===== config.mk =====
export PLATFORM = sky130hd
export DESIGN_NAME = supply_ce_gate
export DESIGN_NICKNAME = d
export VERILOG_FILES = /design/src/rtl/ceg_pkg.sv /design/src/rtl/ceg_grace_timer.sv /design/src/rtl/ceg_gate_ctrl.sv /design/src/rtl/supply_ce_gate.sv
export SDC_FILE = /design/constraint.sdc
export NUM_CORES = 1
export LEC_CHECK = 0
export ABC_AREA = 1
export ABC_CLOCK_PERIOD_IN_PS = 1300
export BUFFER_PORTS_ARGS = -buffer_cell sky130_fd_sc_hd__buf_2
export CORE_ASPECT_RATIO = 0.5
export CORE_UTILIZATION = 30
export CTS_CLUSTER_DIAMETER = 100
export DETAILED_ROUTE_END_ITERATION = 16
export GPL_TIMING_DRIVEN = 0
export PLACE_DENSITY = 0.57
export RECOVER_POWER = 100
export SLEW_MARGIN = 10
export SYNTH_ARGS = -nofsm -noshare
export SYNTH_HDL_FRONTEND = slang
export SYNTH_HIERARCHICAL = 1
export SYNTH_SLANG_ARGS = --single-unit

===== constraint.sdc =====
create_clock -name clk -period 1.3 [get_ports clk]
set_input_delay 0.39 -clock clk [delete_from_list [all_inputs] [get_ports clk]]
set_output_delay 0.39 -clock clk [all_outputs]
set_load 0.02 [all_outputs]

===== src/rtl/ceg_pkg.sv =====
// Package: shared types for the supply-qualified chip-enable gate.
// Assumes nothing beyond IEEE 1800-2017.
package ceg_pkg;

    // Gate operating state.
    typedef enum logic [1:0] {
        GS_PASS  = 2'd0,  // input passed to memory
        GS_GRACE = 2'd1,  // fault seen, access in flight allowed to finish
        GS_SHUT  = 2'd2   // output forced inactive
    } gate_state_e;

    // Convert a time window to clock cycles, rounding up, never below one.
    function automatic int unsigned ns_to_cycles(input int unsigned khz,
                                                 input int unsigned ns);
        longint unsigned prod;
        longint unsigned cyc;
        prod = longint'(khz) * longint'(ns);
        cyc  = (prod + 64'd999999) / 64'd1000000;
        if (cyc == 64'd0) cyc = 64'd1;
        return int'(cyc);
    endfunction

endpackage


===== src/rtl/ceg_grace_timer.sv =====
// Module: ceg_grace_timer
// Counts clock edges spent in a grace period and flags the last permitted one.
// Assumes clear and run are never both high; clear has priority if they are.
// LIMIT must be at least 1.
module ceg_grace_timer #(
    parameter int unsigned LIMIT = 1750
) (
    input  logic clk,
    input  logic rst_n,
    input  logic clear,
    input  logic run,
    output logic expired
);
    localparam int unsigned CNT_W = (LIMIT > 1) ? $clog2(LIMIT) : 1;
    localparam logic [CNT_W-1:0] LAST = CNT_W'(LIMIT - 1);

    logic [CNT_W-1:0] cnt_q;

    // Purpose: advance the grace counter, saturating at the last permitted edge.
    always_ff @(posedge clk) begin
        if (!rst_n || clear) begin
            cnt_q <= '0;
        end else if (run && (cnt_q != LAST)) begin
            cnt_q <= cnt_q + CNT_W'(1);
        end
    end

    // Purpose: tell the controller this edge is the last one allowed.
    always_comb begin
        expired = (cnt_q == LAST);
    end

    // The counter never leaves the permitted range of the grace window.
    assert_cnt_range_R6: assert property (@(posedge clk) disable iff (!rst_n)
        cnt_q <= LAST);

    // A cleared timer is at zero on the next edge.
    assert_clear_zero_R6: assert property (@(posedge clk) disable iff (!rst_n)
        clear |=> (cnt_q == '0));

endmodule


===== src/rtl/ceg_gate_ctrl.sv =====
// Module: ceg_gate_ctrl
// State machine deciding whether the processor chip-enable reaches memory.
// Assumes supply_fault and cpu_ce_n are synchronous to clk.
// The output and the shut flag are registered together.
module ceg_gate_ctrl
    import ceg_pkg::*;
#(
    parameter int unsigned GRACE_CYCLES = 1750
) (
    input  logic clk,
    input  logic rst_n,
    input  logic supply_fault,
    input  logic cpu_ce_n,
    input  logic grace_expired,
    output logic grace_clear,
    output logic grace_run,
    output logic mem_ce_n,
    output logic gate_shut
);
    localparam int unsigned RUN_W = $clog2(GRACE_CYCLES + 3);

    gate_state_e state_q, state_d;
    logic        out_q, out_d;

    // Purpose: choose the next state and output value from the sampled inputs.
    always_comb begin
        state_d = state_q;
        out_d   = 1'b1;
        unique case (state_q)
            GS_PASS: begin
                if (!supply_fault) begin
                    out_d = cpu_ce_n;
                end else if (!cpu_ce_n && !out_q) begin
                    state_d = GS_GRACE;
                    out_d   = 1'b0;
                end else begin
                    state_d = GS_SHUT;
                end
            end
            GS_GRACE: begin
                if (!supply_fault) begin
                    state_d = GS_PASS;
                    out_d   = cpu_ce_n;
                end else if (cpu_ce_n || grace_expired) begin
                    state_d = GS_SHUT;
                end else begin
                    out_d = 1'b0;
                end
            end
            default: begin
                if (!supply_fault) begin
                    state_d = GS_PASS;
                    out_d   = cpu_ce_n;
                end
            end
        endcase
    end

    // Purpose: register state and gated enable; reset shuts the gate.
    always_ff @(posedge clk) begin
        if (!rst_n) begin
            state_q <= GS_SHUT;
            out_q   <= 1'b1;
        end else begin
            state_q <= state_d;
            out_q   <= out_d;
        end
    end

    // Purpose: drive the timer controls and the block outputs.
    always_comb begin
        grace_clear = (state_q != GS_GRACE);
        grace_run   = (state_q == GS_GRACE);
        mem_ce_n    = out_q;
        gate_shut   = (state_q == GS_SHUT);
    end

    // Checker state: length of the current run of edges with fault and active output.
    logic [RUN_W-1:0] run_q;

    // Purpose: count consecutive edges seeing a fault while memory is still enabled.
    always_ff @(posedge clk) begin
        if (!rst_n || !supply_fault || mem_ce_n) begin
            run_q <= '0;
        end else if (run_q != {RUN_W{1'b1}}) begin
            run_q <= run_q + RUN_W'(1);
        end
    end

    assert_reset_state_R1: assert property (@(posedge clk)
        !rst_n |=> (mem_ce_n && gate_shut));

    assert_follow_input_R2: assert property (@(posedge clk) disable iff (!rst_n)
        !supply_fault |=> ((mem_ce_n == $past(cpu_ce_n)) && !gate_shut));

    assert_idle_close_R3: assert property (@(posedge clk) disable iff (!rst_n)
        (supply_fault && cpu_ce_n) |=> mem_ce_n);

    assert_grace_release_R5: assert property (@(posedge clk) disable iff (!rst_n)
        (supply_fault && !mem_ce_n && cpu_ce_n) |=> (mem_ce_n && gate_shut));

    assert_grace_bound_R6: assert property (@(posedge clk) disable iff (!rst_n)
        run_q <= RUN_W'(GRACE_CYCLES + 1));

    assert_shut_hold_R7: assert property (@(posedge clk) disable iff (!rst_n)
        (supply_fault && gate_shut) |=> (mem_ce_n && gate_shut));

    assert_shut_output_R8: assert property (@(posedge clk) disable iff (!rst_n)
        gate_shut |-> mem_ce_n);

endmodule


===== src/rtl/supply_ce_gate.sv =====
// Module: supply_ce_gate (top)
// Passes a processor chip-enable to memory while the supply is healthy.
// A write already in progress when a fault arrives may finish within a
// bounded grace window. Assumes synchronous inputs and a clock of CLK_KHZ.
module supply_ce_gate #(
    parameter int unsigned CLK_KHZ  = 125000,
    parameter int unsigned GRACE_NS = 14000
) (
    input  logic clk,
    input  logic rst_n,
    input  logic supply_fault,
    input  logic cpu_ce_n,
    output logic mem_ce_n,
    output logic gate_shut
);
    localparam int unsigned GRACE_CYCLES = ceg_pkg::ns_to_cycles(CLK_KHZ, GRACE_NS);

    logic grace_clear;
    logic grace_run;
    logic grace_expired;

    ceg_grace_timer #(
        .LIMIT(GRACE_CYCLES)
    ) i_timer (
        .clk     (clk),
        .rst_n   (rst_n),
        .clear   (grace_clear),
        .run     (grace_run),
        .expired (grace_expired)
    );

    ceg_gate_ctrl #(
        .GRACE_CYCLES(GRACE_CYCLES)
    ) i_ctrl (
        .clk           (clk),
        .rst_n         (rst_n),
        .supply_fault  (supply_fault),
        .cpu_ce_n      (cpu_ce_n),
        .grace_expired (grace_expired),
        .grace_clear   (grace_clear),
        .grace_run     (grace_run),
        .mem_ce_n      (mem_ce_n),
        .gate_shut     (gate_shut)
    );

    // After a reopening edge with a low input, memory is enabled at once.
    assert_reopen_low_R9: assert property (@(posedge clk) disable iff (!rst_n)
        (!supply_fault && !cpu_ce_n) |=> (!mem_ce_n && !gate_shut));

    // A fault arriving mid-access with the input still low keeps the enable on.
    assert_grace_start_R4: assert property (@(posedge clk) disable iff (!rst_n)
        (!$past(supply_fault) && supply_fault && !cpu_ce_n && !mem_ce_n)
        |=> (!mem_ce_n && !gate_shut));

endmodule


==> metrics.txt <==
count of final max-slew check failures=0; share of cells above drive strength 1=33.5%; Final Power=around 0.98 mW; Switching Share=24.6%; main area contributors after synthesis=dfxtp_1 30%, nand2_1 20%, inv_1 8.1%; Core Area=0.00275 sq mm; total routing usage reported by global routing=13.9%; first-pass detailed-route iteration total=4; top layer reached by signal wires=met4; Vias/cell=4.57; placed cell areas=993 sq um; largest family of logic cells by synthesized area=simple AND/OR/NAND/NOR gates; Crit path top cell by count=nor2_4; post-synthesis async set-or-reset flop share=0%; count of endpoints failing hold in the final timing report=0; power per standard cell area=813 mW/mm^2; detailed-route via count=919; Max-cap violations=0; post-layout net count=171; Seq/Total Area, Yosys=30.4%; area fraction in and, or, nand and nor cells after synthesis=between 40% and 50%; final worst path period share=101%; most used flip-flop cell after synthesis=dfxtp_1; share of cell area taken by muxes after synthesis=0%; result of the run=finished, violations left; sw power=~0.24 mW; Post-Route WL=roughly 2100 um; yosys synthesis warning count=6; average wire per standard cell=10.4 um; count of flip-flops with a built-in enable after synthesis=0; worst ir drop on vdd=0.300 mV; Crit Path Category=register to register; Final ANT Viol Nets=0; critical-path cell with the highest stage delay=dfxtp_1; total clock sinks=14; Max Clock Freq=760 MHz; total congestion overflow=0; register bit total from synthesis=14; unrepaired setup endpoints after global routing=yes; number of antenna violations at the first check in global routing=0; combinational power share=9.3%; TritonCTS Buffers=3; final worst path period need=1.32 ns; synthesis-to-finish area growth=30.4%; cell type with the highest aggregate area in the netlist=dfxtp_1; number of buffers and inverters on the critical path=2; GPL Wtd Cong=between 0.8 and 0.9; maximum number of pins on one net before global-route repair=11; post-synthesis cell area=922 sq um; Design Area, Final=0.00120 sq mm; Top-Level Pins=6; routed length on met3=62 um; Top Family by Delay on Critical Path=simple AND/OR/NAND/NOR gates; Post-Syn Nets=153; CTS root buf=clkbuf_8; total setup violations reported at the end of the flow=7; final HPWL from detailed placement=1370 um; Worst Max-Slew Pin Slew=0.350 ns; share of total power in the clock network=45.5%; worst skew pair latency=~0.25 ns; failing checks=setup timing; maximum fanout along the worst path=6; worst-case setup margin in the final layout=-0.0155 ns; residual DRC count=0; final setup skew=0.00278 ns; initial standard-cell utilization of the core=33.5%; power share of the sequential group=45.2%; synthesized-area fraction occupied by ao, oa, aoi and oai cells=between 8 and 9%; most used standard cell by instance count after synthesis=nand2_1; Die Ht=between 40 and 50 um; area of the die=0.00331 sq mm; die width=80.4 um; Worst EP arrival=1.50 ns; worst min-delay path class=primary input to register; count of port buffers added during placement=5; parity-gate share of the synthesized area counting xor and xnor cells=under 10%; Cell variety after synth=23; cell-internal power=0.737 mW; Clock Pin Slew Worst Setup and Hold Paths=0.06 ns; adder-cell share of the synthesized area=2.71%; DP Worst Slack=-0.0862 ns; CP Data Required Time=1.48 ns; # fillers=279; deepest clock path buffer count=2; CP max stage delay=0.44 ns; Startpoint Class=register; worst max-slew margin expressed relative to the limit=76.6%; post-synthesis instance total=approximately 150; Crit. End Element=register; area fraction of the dominant cell type after synthesis=30.4%; wire length of the first global-routing pass=3240 um; most numerous cell types in the synthesized netlist=48 x nand2_1, 20 x inv_1, 20 x nor2_1, 14 x dfxtp_1, 8 x a21oi_1; met2 wirelength from detailed routing=slightly below 900 um; cell row count=13; antenna diode count=0; critical path, cell by cell=inv_1, nand4_1, nor2_4, buf_4, nor2_4, nand2_1, a21oi_2; initial detailed-routing violation count=75; TritonCTS clock tree=done; H-tree levels=1; via count of the first global-routing pass=726; Leak Pwr=between 0.4 and 0.5 nW; metal1 wirelength=1140 um; average cell area after synthesis=6.27 sq um
cells in the final DEF, fill, tap and decap left out, types with 2 or more instances in the layout:
cell / netlist / routed
nand2_1: 48 / 44
inv_1: 20 / 18
nor2_1: 20 / 17
nand2_2: 3 / 7
dfxtp_1: 14 / 6
dfxtp_2: 0 / 6
buf_4: 1 / 6
inv_2: 3 / 5
nand4_1: 5 / 5
a21oi_2: 0 / 5
clkbuf_8: 0 / 4
nor2_4: 3 / 4
nor2_2: 1 / 4
nand3_1: 4 / 4
xor2_1: 4 / 4
o21ai_0: 3 / 3
a21oi_1: 8 / 3
buf_6: 0 / 3
buf_2: 0 / 3
ha_4: 0 / 2
dfxtp_4: 0 / 2
logic make-up after synthesis:
| kind of cell | Yosys count |
|---|---|
| compound gates | 14 |
| simple gates | 88 |
| fa+ha+maj | 2 |
| buf+inv | 24 |
| xor+xnor | 5 |
| flops | 14 |
final timing paths:
path                                  startpoint                             end  slack [ns]  depth (start not counted)
hold reg to reg   i_timer/cnt_q[10]$_SDFFE_PP0P_  i_timer/cnt_q[10]$_SDFFE_PP0P_        0.48                          2
setup / recovery   i_timer/cnt_q[3]$_SDFFE_PP0P_   i_timer/cnt_q[2]$_SDFFE_PP0P_       -0.02                          7
setup reg to reg   i_timer/cnt_q[3]$_SDFFE_PP0P_   i_timer/cnt_q[2]$_SDFFE_PP0P_       -0.02                          7
hold / removal                             rst_n      i_ctrl/mem_ce_n$_SDFF_PN1_        0.35                          2
final cells by class:
type	count	area, sq um	area share, %
sequential	14	295	24.6
multi-input combinational	110	621	51.6
tap	37	46.3	3.85
clock buffer	4	55.1	4.58
inverter	23	86.3	7.18
buffer	1	11.3	0.937
timing repair buffer	12	87.6	7.28
metal layers:
metal	vias up	global-route usage [%]
li1	490	-
met1	414	17.8
met2	11	21.4
met3	4	5.33
met4	0	5.36
met5	-	0
stage by stage:
stage / TNS [ns] / util, % / hold slack (ns) / cells
floorplan: 0 / - / 0.459 / 147
global route: -0.989 / 43.7 / 0.346 / 201
detailed placement: -0.421 / 36.1 / 0.495 / 189
CTS: -0.159 / 41.2 / 0.344 / 197
global placement: -0.360 / 36.1 / 0.491 / 189
finish: -0.0503 / 43.7 / 0.346 / 201
worst reg2reg max path, stage by stage, from the launching register on:
cell	delay (ns)
dfxtp_1	0.44
inv_1	0.09
nand4_1	0.14
nor2_4	0.06
buf_4	0.14
nor2_4	0.17
nand2_1	0.09
a21oi_2	0.13
what timing repair did:
action / CTS / global route
gates resized for setup: 20 / 13
hold buffers: 0 / 0
gates cloned: 0 / 1
setup buffers: 4 / 3
pin swaps: 13 / 14
endpoints found under the setup margin: 14 / 14
registers in the layout, indices dropped and copies added (netlist names):
register         cells
i_ctrl/state_q       2
i_timer/cnt_q       11
i_ctrl/mem_ce_n      1
power by group through the flow:
stage	Sequential (mW)	Combinational, mW	Clock, mW
6_report	0.442	0.0909	0.445
5_1_grt	0.443	0.104	0.471
4_1_cts	0.441	0.0827	0.456
3_5_place_dp	0.454	0.0793	0
3_3_place_gp	0.454	0.0788	0
2_1_floorplan	0.454	0.0544	0
(Power assumes the default switching activity.)
